--- config.mk ---
export PLATFORM = sky130hd
export DESIGN_NAME = i2c_byte_master
export DESIGN_NICKNAME = d
export VERILOG_FILES = /design/src/rtl/i2cm_pkg.sv /design/src/rtl/i2cm_sync.sv /design/src/rtl/i2cm_tick_gen.sv /design/src/rtl/i2cm_engine.sv /design/src/rtl/i2c_byte_master.sv
export SDC_FILE = /design/constraint.sdc
export NUM_CORES = 1
export LEC_CHECK = 0
export ABC_AREA = 1
export BUFFER_PORTS_ARGS = -buffer_cell sky130_fd_sc_hd__buf_2
export CORE_ASPECT_RATIO = 0.7
export CORE_MARGIN = 3
export CORE_UTILIZATION = 45
export CTS_BUF_LIST = sky130_fd_sc_hd__clkbuf_8 sky130_fd_sc_hd__clkbuf_16
export DETAILED_ROUTE_END_ITERATION = 10
export HOLD_SLACK_MARGIN = 0.05
export PLACE_DENSITY = 0.62
export RECOVER_POWER = 100
export SLEW_MARGIN = 10
export SYNTH_ARGS = -nofsm -noshare
export SYNTH_HDL_FRONTEND = slang
export SYNTH_SLANG_ARGS = --single-unit
--- constraint.sdc ---
create_clock -name clk -period 3.7 [get_ports clk]
set_input_delay 0.74 -clock clk [delete_from_list [all_inputs] [get_ports clk]]
set_output_delay 0.74 -clock clk [all_outputs]
set_load 0.01 [all_outputs]
--- src/rtl/i2cm_pkg.sv ---
package i2cm_pkg;

    typedef enum logic [2:0] {
        ST_IDLE,
        ST_START,
        ST_BIT,
        ST_HOLD,
        ST_STOP
    } eng_state_e;

    typedef enum logic [1:0] {
        CMD_NONE,
        CMD_START,
        CMD_STOP
    } cmd_e;

    localparam int OFS_CTRL = 0;
    localparam int OFS_STAT = 1;
    localparam int OFS_OWN  = 2;
    localparam int OFS_DATA = 3;

endpackage

--- src/rtl/i2cm_sync.sv ---
module i2cm_sync #(
    parameter int STAGES = 2
) (
    input  logic clk,
    input  logic rst_n,
    input  logic din,
    output logic dout
);
    logic [STAGES-1:0] sh_d, sh_q;

    always_comb begin
        sh_d = {sh_q[STAGES-2:0], din};
    end

    always_ff @(posedge clk or negedge rst_n) begin
        if (!rst_n) sh_q <= '1;
        else        sh_q <= sh_d;
    end

    assign dout = sh_q[STAGES-1];
endmodule

--- src/rtl/i2cm_tick_gen.sv ---
module i2cm_tick_gen #(
    parameter int PRESC_LO = 16,
    parameter int PRESC_HI = 256,
    parameter int DIV_W    = 4
) (
    input  logic             clk,
    input  logic             rst_n,
    input  logic             run,
    input  logic             presc_sel,
    input  logic [DIV_W-1:0] div,
    output logic             tick
);
    localparam int Q_LO  = PRESC_LO / 4;
    localparam int Q_HI  = PRESC_HI / 4;
    localparam int MAXQ  = Q_HI * (2 ** DIV_W);
    localparam int CNT_W = $clog2(MAXQ);
    localparam int LW    = CNT_W + 1;

    logic [CNT_W-1:0] cnt_d, cnt_q;
    logic [LW-1:0]    lim;

    always_comb begin
        lim   = LW'(presc_sel ? Q_HI : Q_LO) * (LW'(div) + LW'(1)) - LW'(1);
        tick  = run && (cnt_q == lim[CNT_W-1:0]);
        cnt_d = cnt_q + CNT_W'(1);
        if (!run || tick) cnt_d = '0;
    end

    always_ff @(posedge clk or negedge rst_n) begin
        if (!rst_n) cnt_q <= '0;
        else        cnt_q <= cnt_d;
    end

    // quarter counter never runs past its limit
    p_cnt_bound_r3: assert property (@(posedge clk) disable iff (!rst_n)
        run |-> ({1'b0, cnt_q} <= lim));
endmodule

--- src/rtl/i2cm_engine.sv ---
module i2cm_engine
    import i2cm_pkg::*;
#(
    parameter int BYTE_W = 8
) (
    input  logic              clk,
    input  logic              rst_n,
    input  logic              tick,
    input  logic              go_start,
    input  logic              go_stop,
    input  logic              go_next,
    input  logic              mode_tx,
    input  logic              ack_gen,
    input  logic              data_we,
    input  logic [BYTE_W-1:0] data_wdata,
    input  logic              sda_s,
    output logic              scl_oe,
    output logic              sda_oe,
    output logic              busy,
    output logic              nack,
    output logic              arb,
    output logic              byte_done,
    output logic [BYTE_W-1:0] data
);
    localparam int CNT_W = $clog2(BYTE_W + 1);
    localparam logic [CNT_W-1:0] LAST = CNT_W'(BYTE_W);

    typedef struct packed {
        eng_state_e        st;
        logic [1:0]        ph;
        logic [CNT_W-1:0]  bitn;
        logic [BYTE_W-1:0] data;
        logic              first;
        logic              busy;
        logic              nack;
        logic              arb;
        logic              done;
    } eng_t;

    eng_t d, q;
    logic rx_byte;

    always_comb begin
        rx_byte = !q.first && !mode_tx;
        d       = q;
        d.done  = 1'b0;
        if (data_we) d.data = data_wdata;
        unique case (q.st)
            ST_IDLE: if (go_start) begin
                d.st = ST_START; d.ph = '0; d.busy = 1'b1;
                d.arb = 1'b0; d.first = 1'b1;
            end
            ST_START: if (tick) begin
                if (q.ph == 2'd3) begin
                    d.st = ST_BIT; d.ph = '0; d.bitn = '0;
                end else d.ph = q.ph + 2'd1;
            end
            ST_BIT: if (tick) begin
                if (q.ph == 2'd2) begin
                    if (q.bitn == LAST)  d.nack = sda_s;
                    else if (rx_byte)    d.data = {q.data[BYTE_W-2:0], sda_s};
                    else if (q.data[BYTE_W-1] && !sda_s) d.arb = 1'b1;
                end
                if (q.ph == 2'd3) begin
                    d.ph = '0;
                    if (q.bitn == LAST) begin
                        d.st = ST_HOLD; d.done = 1'b1; d.first = 1'b0;
                    end else begin
                        d.bitn = q.bitn + CNT_W'(1);
                        if (!rx_byte) d.data = {q.data[BYTE_W-2:0], q.data[BYTE_W-1]};
                    end
                end else d.ph = q.ph + 2'd1;
            end
            ST_HOLD: begin
                if (go_start) begin
                    d.st = ST_START; d.ph = '0; d.arb = 1'b0; d.first = 1'b1;
                end else if (go_stop) begin
                    d.st = ST_STOP; d.ph = '0;
                end else if (go_next) begin
                    d.st = ST_BIT; d.ph = '0; d.bitn = '0;
                end
            end
            ST_STOP: if (tick) begin
                if (q.ph == 2'd3) begin
                    d.st = ST_IDLE; d.ph = '0; d.busy = 1'b0;
                end else d.ph = q.ph + 2'd1;
            end
            default: d.st = ST_IDLE;
        endcase
    end

    always_ff @(posedge clk or negedge rst_n) begin
        if (!rst_n) q <= '{st: ST_IDLE, default: '0};
        else        q <= d;
    end

    always_comb begin
        scl_oe = 1'b0;
        sda_oe = 1'b0;
        unique case (q.st)
            ST_START: begin
                scl_oe = (q.ph == 2'd0) || (q.ph == 2'd3);
                sda_oe = q.ph[1];
            end
            ST_BIT: begin
                scl_oe = (q.ph == 2'd0) || (q.ph == 2'd3);
                if (q.bitn == LAST) sda_oe = rx_byte && ack_gen;
                else                sda_oe = !rx_byte && !q.data[BYTE_W-1];
            end
            ST_HOLD: scl_oe = 1'b1;
            ST_STOP: begin
                scl_oe = (q.ph == 2'd0);
                sda_oe = !q.ph[1];
            end
            default: ;
        endcase
    end

    assign busy      = q.busy;
    assign nack      = q.nack;
    assign arb       = q.arb;
    assign byte_done = q.done;
    assign data      = q.data;

    // SDA keeps its level across the SCL-high part of a bit
    p_sda_stable_r4: assert property (@(posedge clk) disable iff (!rst_n)
        (q.st == ST_BIT && q.ph == 2'd2 && $past(q.st) == ST_BIT) |-> $stable(sda_oe));
    // engine never leaves idle without a start request
    p_idle_exit_r4: assert property (@(posedge clk) disable iff (!rst_n)
        ($past(q.st) == ST_IDLE && q.st != ST_IDLE) |-> $past(go_start));
endmodule

--- src/rtl/i2c_byte_master.sv ---
module i2c_byte_master
    import i2cm_pkg::*;
#(
    parameter int PRESC_LO    = 16,
    parameter int PRESC_HI    = 256,
    parameter int DIV_W       = 4,
    parameter int BYTE_W      = 8,
    parameter int ADDR_W      = 3,
    parameter int SYNC_STAGES = 2,
    localparam int REG_W      = DIV_W + 5
) (
    input  logic              clk,
    input  logic              rst_n,
    input  logic              reg_wr,
    input  logic [ADDR_W-1:0] reg_addr,
    input  logic [REG_W-1:0]  reg_wdata,
    output logic [REG_W-1:0]  reg_rdata,
    output logic              irq,
    output logic              scl_oe,
    output logic              sda_oe,
    input  logic              sda_in
);
    localparam int PEND_B = DIV_W;
    localparam int IEN_B  = DIV_W + 1;
    localparam int PRE_B  = DIV_W + 2;
    localparam int ACK_B  = DIV_W + 3;
    localparam int CLR_B  = DIV_W + 4;
    localparam logic [ADDR_W-1:0] A_CTRL = ADDR_W'(OFS_CTRL);
    localparam logic [ADDR_W-1:0] A_STAT = ADDR_W'(OFS_STAT);
    localparam logic [ADDR_W-1:0] A_OWN  = ADDR_W'(OFS_OWN);
    localparam logic [ADDR_W-1:0] A_DATA = ADDR_W'(OFS_DATA);

    typedef struct packed {
        logic [DIV_W-1:0]  div;
        logic              pend;
        logic              ien;
        logic              presc;
        logic              ackgen;
        logic [1:0]        mode;
        logic              en;
        logic [BYTE_W-1:0] own;
        cmd_e              cmd;
    } regs_t;

    regs_t d, q;
    logic ctrl_wr, stat_wr, clear, go_start, go_stop, go_next;
    logic tick, sda_s;
    logic eng_busy, eng_nack, eng_arb, eng_done;
    logic [BYTE_W-1:0] eng_data;

    i2cm_sync #(.STAGES(SYNC_STAGES)) u_sync (
        .clk(clk), .rst_n(rst_n), .din(sda_in), .dout(sda_s)
    );

    i2cm_tick_gen #(.PRESC_LO(PRESC_LO), .PRESC_HI(PRESC_HI), .DIV_W(DIV_W)) u_tick (
        .clk(clk), .rst_n(rst_n), .run(eng_busy), .presc_sel(q.presc),
        .div(q.div), .tick(tick)
    );

    i2cm_engine #(.BYTE_W(BYTE_W)) u_eng (
        .clk(clk), .rst_n(rst_n), .tick(tick),
        .go_start(go_start), .go_stop(go_stop), .go_next(go_next),
        .mode_tx(q.mode == 2'b11), .ack_gen(q.ackgen),
        .data_we(reg_wr && reg_addr == A_DATA), .data_wdata(reg_wdata[BYTE_W-1:0]),
        .sda_s(sda_s), .scl_oe(scl_oe), .sda_oe(sda_oe), .busy(eng_busy),
        .nack(eng_nack), .arb(eng_arb), .byte_done(eng_done), .data(eng_data)
    );

    always_comb begin
        d        = q;
        go_start = 1'b0;
        go_stop  = 1'b0;
        go_next  = 1'b0;
        ctrl_wr  = reg_wr && reg_addr == A_CTRL;
        stat_wr  = reg_wr && reg_addr == A_STAT;
        clear    = ctrl_wr && (reg_wdata[CLR_B] || !reg_wdata[PEND_B]);
        if (ctrl_wr) begin
            d.div    = reg_wdata[DIV_W-1:0];
            d.ien    = reg_wdata[IEN_B];
            d.presc  = reg_wdata[PRE_B];
            d.ackgen = reg_wdata[ACK_B];
        end
        if (reg_wr && reg_addr == A_OWN) d.own = reg_wdata[BYTE_W-1:0];
        if (stat_wr) begin
            d.mode = reg_wdata[7:6];
            d.en   = reg_wdata[4];
            if (eng_busy && q.pend) begin
                if (reg_wdata[4]) d.cmd = reg_wdata[5] ? CMD_START : CMD_STOP;
            end else if (!eng_busy && reg_wdata[5] && reg_wdata[4]) begin
                go_start = 1'b1;
            end
        end
        if (q.pend && clear) begin
            unique case (q.cmd)
                CMD_START: go_start = 1'b1;
                CMD_STOP:  go_stop  = 1'b1;
                default:   go_next  = 1'b1;
            endcase
            d.cmd = CMD_NONE;
        end
        if (eng_done)   d.pend = 1'b1;
        else if (clear) d.pend = 1'b0;
    end

    always_ff @(posedge clk or negedge rst_n) begin
        if (!rst_n) q <= '{cmd: CMD_NONE, default: '0};
        else        q <= d;
    end

    always_comb begin
        unique case (reg_addr)
            A_CTRL:  reg_rdata = {1'b0, q.ackgen, q.presc, q.ien, q.pend, q.div};
            A_STAT:  reg_rdata = REG_W'({q.mode, eng_busy, q.en, eng_arb, 2'b00, eng_nack});
            A_OWN:   reg_rdata = REG_W'(q.own);
            A_DATA:  reg_rdata = REG_W'(eng_data);
            default: reg_rdata = '0;
        endcase
    end

    assign irq = q.pend && q.ien;

    // clock line stays low for as long as software has not released the byte
    p_hold_scl_low_r5: assert property (@(posedge clk) disable iff (!rst_n)
        q.pend |-> scl_oe);
    // a start request makes the bus busy on the next cycle
    p_start_busy_r4: assert property (@(posedge clk) disable iff (!rst_n)
        go_start |=> eng_busy);
    // leaving busy happens with both lines released
    p_stop_release_r9: assert property (@(posedge clk) disable iff (!rst_n)
        $fell(eng_busy) |-> (!scl_oe && !sda_oe));
    // an interrupt only appears during an active transfer
    p_irq_busy_r10: assert property (@(posedge clk) disable iff (!rst_n)
        irq |-> eng_busy);
endmodule

Word level (Yosys, flattened, before mapping)
Index checks and enable logic that the tools add are counted.
{"block": "totals", "in_bits": 16, "register_bits": 55, "output_inout_bits": 12, "elab_cells": 172}
{"block": "op_classes", "mux": 65, "eq_ne": 32, "n_reduce_logical": 49, "n_addsub": 5, "mul": 1}
{"cell": "$mux 8", "n": 6}
{"cell": "$pmux 8 s4", "n": 1}
{"cell": "$mux 1", "n": 24}
{"cell": "$mux 5", "n": 4}
{"cell": "$ne 2x2->1 const B", "n": 10}
{"cell": "$mux 18", "n": 1}
{"cell": "$mux 9", "n": 2}
{"cell": "$reduce_and 9->1", "n": 2}
{"cell": "$mux 2", "n": 8}
{"cell": "$logic_and 1x1->1", "n": 15}
{"cell": "$pmux 3 s5", "n": 1}
{"cell": "$ne 2x1->1 const B", "n": 7}
{"cell": "$mux 13", "n": 1}
{"cell": "$eq 3x2->1 const B", "n": 4}
{"cell": "$mux 12", "n": 1}
{"cell": "$mux 3", "n": 4}
{"cell": "$mux 4", "n": 3}
{"cell": "$pmux 4 s3", "n": 1}
{"cell": "$reduce_and 6->1", "n": 2}
{"cell": "$reduce_bool 2->1", "n": 6}
{"cell": "$mul 11x11->10", "n": 1}
{"cell": "$add 10x1->10 const B", "n": 1}
{"cell": "$eq 10x10->1", "n": 1}
{"cell": "$mux 10", "n": 1}
{"cell": "24 further kinds", "n": 45}

Longest topological paths before layout
Gate-level depths: netlist (run 1).
{"block": "depth", "ltp_word": 11, "depth_mapped": 25, "depth_no_buf": 25}

Hierarchy
A second synthesis (run 1) with hierarchy kept.
{"block": "unflattened", "cells_unflattened": 525, "hier_area_um2": 3910.0}
{"mod": "i2cm_engine", "cells_each": 211, "area_each_um2": 1617.8, "seq_area_each_um2": 550.5, "instances": 1}
{"mod": "i2c_byte_master", "cells_each": 154, "area_each_um2": 1218.7, "seq_area_each_um2": 525.5, "instances": 1}
{"mod": "i2cm_tick_gen", "cells_each": 158, "area_each_um2": 1021.0, "seq_area_each_um2": 250.2, "instances": 1}
{"mod": "i2cm_sync", "cells_each": 2, "area_each_um2": 52.6, "seq_area_each_um2": 52.6, "instances": 1}

Least setup slack after synthesis (run 1)
Ideal clock, no wire load.
{"block": "synth_timing", "kind": "reg2reg", "start": "reg q[18] in the netlist's numbering", "end": "reg u_eng.q (netlist bit u_eng.data[6])", "period_less_slack_ps": 3342, "setup_ps": 123, "stages_incl_launch_ff": 25, "path_buffers": 1, "path_slack_ps": 358, "required_ps": 3577, "arrival_ps": 3219, "path_cell_list": "dfrtp_1 ha_1 nand2_1 inv_1 nor2_2 inv_1 nor2_1 inv_1 ha_1 ha_1 fa_1 inv_1 nand2_1 nand2_1 nor2_1 nand2_1 nor2_1 nand3_2 nor2_4 nand4_4 nor2_4 o21ai_2 buf_6 nor2_2 a21oi_2"}
{"element": "from (decl)", "line_no": "i2c_byte_master.sv:45", "text": "regs_t d, q;"}
{"element": "from (signal assigned)", "line_no": "i2c_byte_master.sv:106", "text": "if (!rst_n) q <= '{cmd: CMD_NONE, default: '0};"}
{"element": "from (signal assigned)", "line_no": "i2c_byte_master.sv:107", "text": "else q <= d;"}
{"element": "to (signal assigned)", "line_no": "i2cm_engine.sv:93", "text": "if (!rst_n) q <= '{st: ST_IDLE, default: '0};"}
{"element": "to (signal assigned)", "line_no": "i2cm_engine.sv:94", "text": "else q <= d;"}
{"element": "to (decl)", "line_no": "i2cm_engine.sv:40", "text": "eng_t d, q;"}

==> metrics.txt, run 1 <==
status finished, final reports clean; number of H-tree levels 2; r2r setup slk 0.21 ns; CP cell instances ha_2 -> nand2_2 -> inv_2 -> nor2_4 -> inv_2 -> nor2_4 -> inv_2 -> ha_4 -> ha_4 -> fa_1 -> inv_1 -> nand2_1 -> nand2_1 -> nor2_1 -> nand2_1 -> nor2_2 -> nand3_2 -> nor2_4 -> nand4_4 -> nor2_4 -> buf_6 -> o311ai_0 -> o21ai_0; Syn. warnings 0; share of layout cells above drive strength 1 11.9%; most common cell after layout, fill and taps aside nand2_1; core box area 7480 um^2; Seq cells post-synth 55; Crit Path Class flip-flop to flip-flop; Pleak 0.00199 uW; Synth Flop Type dfrtp_1; Crit. End Element flip-flop; post-route antenna net violation count 0; worst min path class flip-flop to flip-flop; Vias/cell 5.23; Clock Sinks 55; worst hold path stage count 0; worst path required time 3.91 ns; Initial Util 47.4%; largest net degree at the start of global routing 26; DRT Pass-1 Iters 6; FMAX 287 MHz; most frequent CP cell nor2_4; hold_sp u_sync.sh_q[0]; post-synth cell types 47; Fill cells 744; maxcap violations 0; post-synthesis cell area 3550 um^2; Port Buffer Count 26; CTS tree done; clock root cell clkbuf_16; worst r2r src q[18]; Die X 112 um; syn avg cell area 7.36 um^2; initial antenna violation count 0; Ant. Diodes 0; Power Density 463 nW/um^2; CP Launch Type flip-flop; register area share after synthesis 38.8%; setup TNS 0 ns; Longest Clk Path Bufs 2; reg2reg end u_eng.data[0]; unrepaired setup endpoints after global routing true; worst-skew pair later-pin latency 0.31 ns; syn_nets 517; gr usage total 20.7%; Slew @ Worst Pin 1.35 ns; total gr overflow 0; Post-synth EDFFs 0; number of global-route vias before repair 3013; Clock Skew 0.00941 ns; asr flop ratio synth 100%; I/O pin cnt 28; Worst Path Max Fanout 8; die area 9010 um^2; crit path time final 3.49 ns; reg2reg path depth 23; setup violators final 0; Clock Pin Slew Worst Setup and Hold Paths 0.07 ns; HPWL after detailed placement 6700 um; most frequent cells in the layout nand2_1 (130), inv_1 (68), dfrtp_1 (53); crit-path max cell delay 0.52 ns; Final nets 554; final core occ 53.6%; Post-Synthesis Cells 482; iteration-0 DRC count of the detailed router 182; Final Slew Violations 0; WL/cell 14.3 um; # hold bufs at CTS 0; TritonCTS Buffers 5; RD Place Congestion 0.914; first-pass GRT wire length 14700 um; Syn-to-layout area delta 13.0%; Die H 80.3 um; Slew Limit Headroom 10.1%; routed via count 3232; fin crit share 94.2%; Remaining DRCs 0; crit path DAT 3.70 ns; Slowest cell on crit path fa_1; Endpoint, Worst Hold u_sync.sh_q[1]; # rows 26; drt total wl 8810 um; IR drop worst, VDD 0.273 mV; Hold Vio Cnt, Final 0
through the flow:
step | instance area [um^2] | instances | hold slack [ns] | worst slack, ns | total power, uW
2_1_floorplan | 3550 | 482 | 0.345 | 0.358 | 1180
3_3_place_gp | 3800 | 606 | 0.347 | 0.202 | 1320
3_5_place_dp | 3800 | 606 | 0.348 | 0.0836 | 1330
4_1_cts | 3950 | 614 | 0.355 | 0.0756 | 1830
5_1_grt | 4010 | 618 | 0.365 | -0.0568 | 2010
6_report | 4010 | 618 | 0.358 | 0.214 | 1860
layout make-up:
type / count / area (um^2) / area share (%)
multi-input combinational: 348 / 1900 / 47.4
sequential: 55 / 1380 / 34.4
inverter: 74 / 283 / 7.05
timing repair buffer: 35 / 179 / 4.46
clock buffer: 5 / 125 / 3.12
tap: 98 / 123 / 3.06
clock inverter: 3 / 21.3 / 0.530
worst max-delay path, delay by kind of cell, from the launching register on:
family | cells | cell delay [ns]
flops | 1 | 0.39
buf+inv | 5 | 0.35
simple gates | 12 | 1.31
fa+ha+maj | 4 | 1.12
compound gates | 2 | 0.23
state kept, by name, indices dropped and copies added (netlist names):
register,count
u_eng.data,8
q,21
u_eng.arb,1
u_eng.busy,1
u_eng.q,10
u_eng.byte_done,1
u_sync.sh_q,2
u_tick.cnt_q,10
u_eng.nack,1
layer usage:
| layer | wire [um] | global-route usage, % | share of wire [%] | up-vias |
|---|---|---|---|---|
| li1 | - | - | - | 1631 |
| met1 | 4580 | 30.6 | 52 | 1521 |
| met2 | 3670 | 30.1 | 42 | 70 |
| met3 | 421 | 4.29 | 4.8 | 10 |
| met4 | 128 | 6.72 | 1.5 | 0 |
| met5 | 0 | 0 | 0 | - |
repair_timing:
| action | CTS | global route |
|---|---|---|
| gates resized for setup | 0 | 19 |
| hold endpoints to repair | 0 | 0 |
| endpoints found under the setup margin | 0 | 19 |
| buffers inserted | 0 | 3 |
power breakdown:
group | internal [uW] | switching [uW]
clock network | 253 | 229
logic | 244 | 379
registers | 680 | 70.9
cells in the mapped netlist, types with 2 or more instances:
cell type,instances,area [um^2]
a22oi_1,5,37.5
o311ai_0,2,17.5
nor3_1,7,35.0
nor3b_1,4,30.0
o21ai_0,36,180
clkbuf_1,2,7.51
inv_1,71,267
o221ai_1,2,17.5
nor2_2,7,43.8
xor2_1,3,26.3
a21oi_1,19,95.1
o31ai_1,2,15.0
nand2_1,132,495
nor2_1,50,188
nand4_1,4,25.0
xnor2_1,2,17.5
ha_1,18,225
o21ai_1,2,10.0
dfrtp_1,53,1330
dfstp_2,2,52.6
buf_6,2,22.5
o211ai_1,6,45.0
nand3_1,21,105
o21ai_2,5,43.8
nor2_4,3,33.8
worst max path at each step:
stage,slack [ns],cells past startpoint,end,from
detailed placement,0.08,23,u_eng.data[4],q[17]
global placement,0.20,23,u_eng.data[4],q[17]
CTS,0.08,23,u_eng.data[4],q[17]
floorplan,0.36,24,u_eng.data[6],q[18]
finish,0.21,23,u_eng.data[0],q[18]
global route,-0.06,25,u_eng.q[17],q[18]
logic make-up after synthesis:
family	after synthesis	synth area share [%]
and+or+nand+nor	235	28.9
AOI/OAI and AO/OA	86	14.6
buffers and inverters	80	9.16
DFF	55	38.8
adders and majority gates	19	6.91
xor gates and xnor gates	5	1.23
other	1	0.106
muxes	1	0.317
Power figures use the tool's default switching activity.
==> run 2, diff against run 1 <==
--- a/config.mk
+++ b/config.mk
@@ -5,7 +5,6 @@
 export SDC_FILE = /design/constraint.sdc
 export NUM_CORES = 1
 export LEC_CHECK = 0
-export ABC_AREA = 1
 export BUFFER_PORTS_ARGS = -buffer_cell sky130_fd_sc_hd__buf_2
 export CORE_ASPECT_RATIO = 0.7
 export CORE_MARGIN = 3
@@ -13,7 +12,6 @@
 export CTS_BUF_LIST = sky130_fd_sc_hd__clkbuf_8 sky130_fd_sc_hd__clkbuf_16
 export DETAILED_ROUTE_END_ITERATION = 10
 export HOLD_SLACK_MARGIN = 0.05
-export PLACE_DENSITY = 0.62
 export RECOVER_POWER = 100
 export SLEW_MARGIN = 10
 export SYNTH_ARGS = -nofsm -noshare
==> run 2 against run 1 <==
Core utilization is 2.6 points higher. The flow now finishes with violations (max-capacitance violations, max-slew violations). First-iteration DRC count is 23% lower. Fmax is 4.4% lower. Cell count is 19% lower. Combinational power is 28% higher. Count of clock-buffer cells in the layout stayed put. Clock skew is 0.00095 ns lower. Via count is 12% lower. Wire length hardly changed. Die area is 1.4% higher. Flip-flop and latch count stayed put.
==> metrics.txt, run 2 <==
Final nets 434; Yosys top cell area share 36.8%; number of global-route vias before repair 2762; drt total wl 8810 um; most common cell after layout, fill and taps aside dfrtp_1; initial antenna violation count 0; crit path time final 3.64 ns; tightest hold margin 0.357 ns; setup violators final 0; DRT Pass-1 Iters 4; TritonCTS Buffers 5; Worst Path Max Fanout 4; post-synthesis cell area 3600 um^2; worst r2r src q[17]; Fill cells 647; unrepaired setup endpoints after global routing true; Pleak 0.00185 uW; Largest register FFs 21; FMAX 274 MHz; count leader, synth dfrtp_1; post-synth cell types 62; iteration-0 DRC count of the detailed router 140; gr usage total 20.2%; number of H-tree levels 2; Clock Sinks 55; Synth Flop Type dfrtp_1; Post-Synthesis Cells 362; Ant. Diodes 0; Crit Path Class flip-flop to flip-flop; CP startpoint q[17]; HPWL after detailed placement 6450 um; end of the critical path u_eng.q[14]; core box area 7510 um^2; Port Buffer Count 26; worst min path class flip-flop to flip-flop; first-pass GRT wire length 14400 um; WL/cell 17.7 um; maxcap violations 1; final core occ 56.2%; top layer in use met4; asr flop ratio synth 100%; most frequent cells in the layout dfrtp_1 (51), nor2_1 (35), mux2_2 (25); cell taking the most area after synthesis dfrtp_1; Power Density 502 nW/um^2; dpl ws 0.0267 ns; CP Launch Type flip-flop; register name with the most flops q; met3 wire length 431 um; total gr overflow 0; worst-skew pair later-pin latency 0.30 ns; Slew @ Worst Pin 1.98 ns; Design Power 2120 uW; Clock Skew 0.00846 ns; reg2reg path depth 12; commonest cells in the netlist dfrtp_1 (53), nor2_1 (35), mux2_2 (33); die area 9130 um^2; r2r setup slk 0.06 ns; routed via count 2830; largest net degree at the start of global routing 37; I/O pin cnt 28; clock root cell clkbuf_16; # hold bufs at CTS 0; Slew Limit Headroom -32.1%; RD Place Congestion 0.816; post-route antenna net violation count 0; Die H 80.9 um; Longest Clk Path Bufs 2; syn_nets 397; Syn. warnings 0; worst setup margin 0.0551 ns; # rows 26; Die X 113 um; worst path required time 3.88 ns; Remaining DRCs 0; reg2reg end u_eng.q[14]; share of layout cells above drive strength 1 25.3%; register area share after synthesis 38.3%; Largest regs q (21), u_eng.q (10), u_tick.cnt_q (10); Hold Vio Cnt, Final 0; crit path DAT 3.83 ns; Crit. End Element flip-flop; IR drop worst, VDD 0.302 mV; failing checks max-capacitance violations, max-slew violations; fin crit share 98.5%; Post-synth EDFFs 0; met1 wire length 4460 um; Final Slew Violations 37; Seq cells post-synth 55; status finished, violations left; Clock Pin Slew Worst Setup and Hold Paths 0.07 ns; CTS tree done; Syn-to-layout area delta 17.2%; Initial Util 47.9%; Vias/cell 5.68; syn avg cell area 9.95 um^2; top cells by area, synth dfrtp_1 (37%), mux2_2 (10%), ha_1 (6.3%), mux4_2 (3.8%), nor2_1 (3.6%); routed wl met2 3870 um
[run 2: logic make-up (layout without fill, tap and decap cells)]
kind of cell    Yosys count  count (layout)  synth area share (%)
compound gates           59              59                  11.6
xor+xnor                 22              22                  5.56
fa+ha+maj                19              19                  6.81
buf+inv                  38              76                  4.17
flops                    55              55                  38.3
mux                      43              43                  15.3
other cells               1               1                 0.104
simple gates            125             125                  18.1
[run 2: per-layer routing]
| metal | global-route usage, % | vias to the layer above |
|---|---|---|
| met5 | 0 | - |
| met4 | 3.72 | 0 |
| met3 | 3.57 | 5 |
| met2 | 30.6 | 62 |
| met1 | 30.4 | 1392 |
| li1 | - | 1371 |
[run 2: cell type report]
class	count	area, um^2	share of cell area (%)
Inverter	22	82.6	1.96
Sequential cell	55	1380	32.7
Clock buffer	5	125	2.96
Tap cell	98	123	2.91
Clock inverter	3	45.0	1.07
Multi-Input combinational cell	269	2200	52.1
Timing Repair Buffer	46	267	6.31
[run 2: report_power, final]
group | leakage [uW] | internal, uW | switching (uW)
combinational | 0.00110 | 408 | 390
sequential | 0.000664 | 683 | 85.0
clock | 0.0000871 | 322 | 230
[run 2: worst min path at each step]
stage                         from             end  slack (ns)  cells past startpoint
floorplan           u_sync.sh_q[0]  u_sync.sh_q[1]        0.35                      0
global placement    u_sync.sh_q[0]  u_sync.sh_q[1]        0.35                      0
detailed placement  u_sync.sh_q[0]  u_sync.sh_q[1]        0.35                      0
CTS                 u_sync.sh_q[0]  u_sync.sh_q[1]        0.36                      0
global route        u_sync.sh_q[0]  u_sync.sh_q[1]        0.36                      0
finish              u_sync.sh_q[0]  u_sync.sh_q[1]        0.36                      0
[run 2: stage by stage]
step,TNS [ns],cell area (um^2),std cells
finish,0,4220,498
global route,-0.495,4220,498
CTS,0,4090,494
detailed placement,0,3920,486
global placement,0,3920,486
floorplan,0,3610,362
[run 2: worst max-delay path: stages, from the launching register on]
cell and delay (ns):
dfrtp_1 0.43, ha_4 0.30, nor2b_2 0.18, ha_4 0.23
ha_4 0.16, fa_2 0.38, xor2_2 0.16, xnor2_1 0.19
o2111ai_2 0.18, nor4b_4 0.38, nand2_2 0.16, a221o_1 0.46
mux2_4 0.32
[run 2: timing repair]
action | CTS | global route
gates resized for setup | 0 | 25
setup buffers | 0 | 4
setup endpoints to repair | 0 | 15
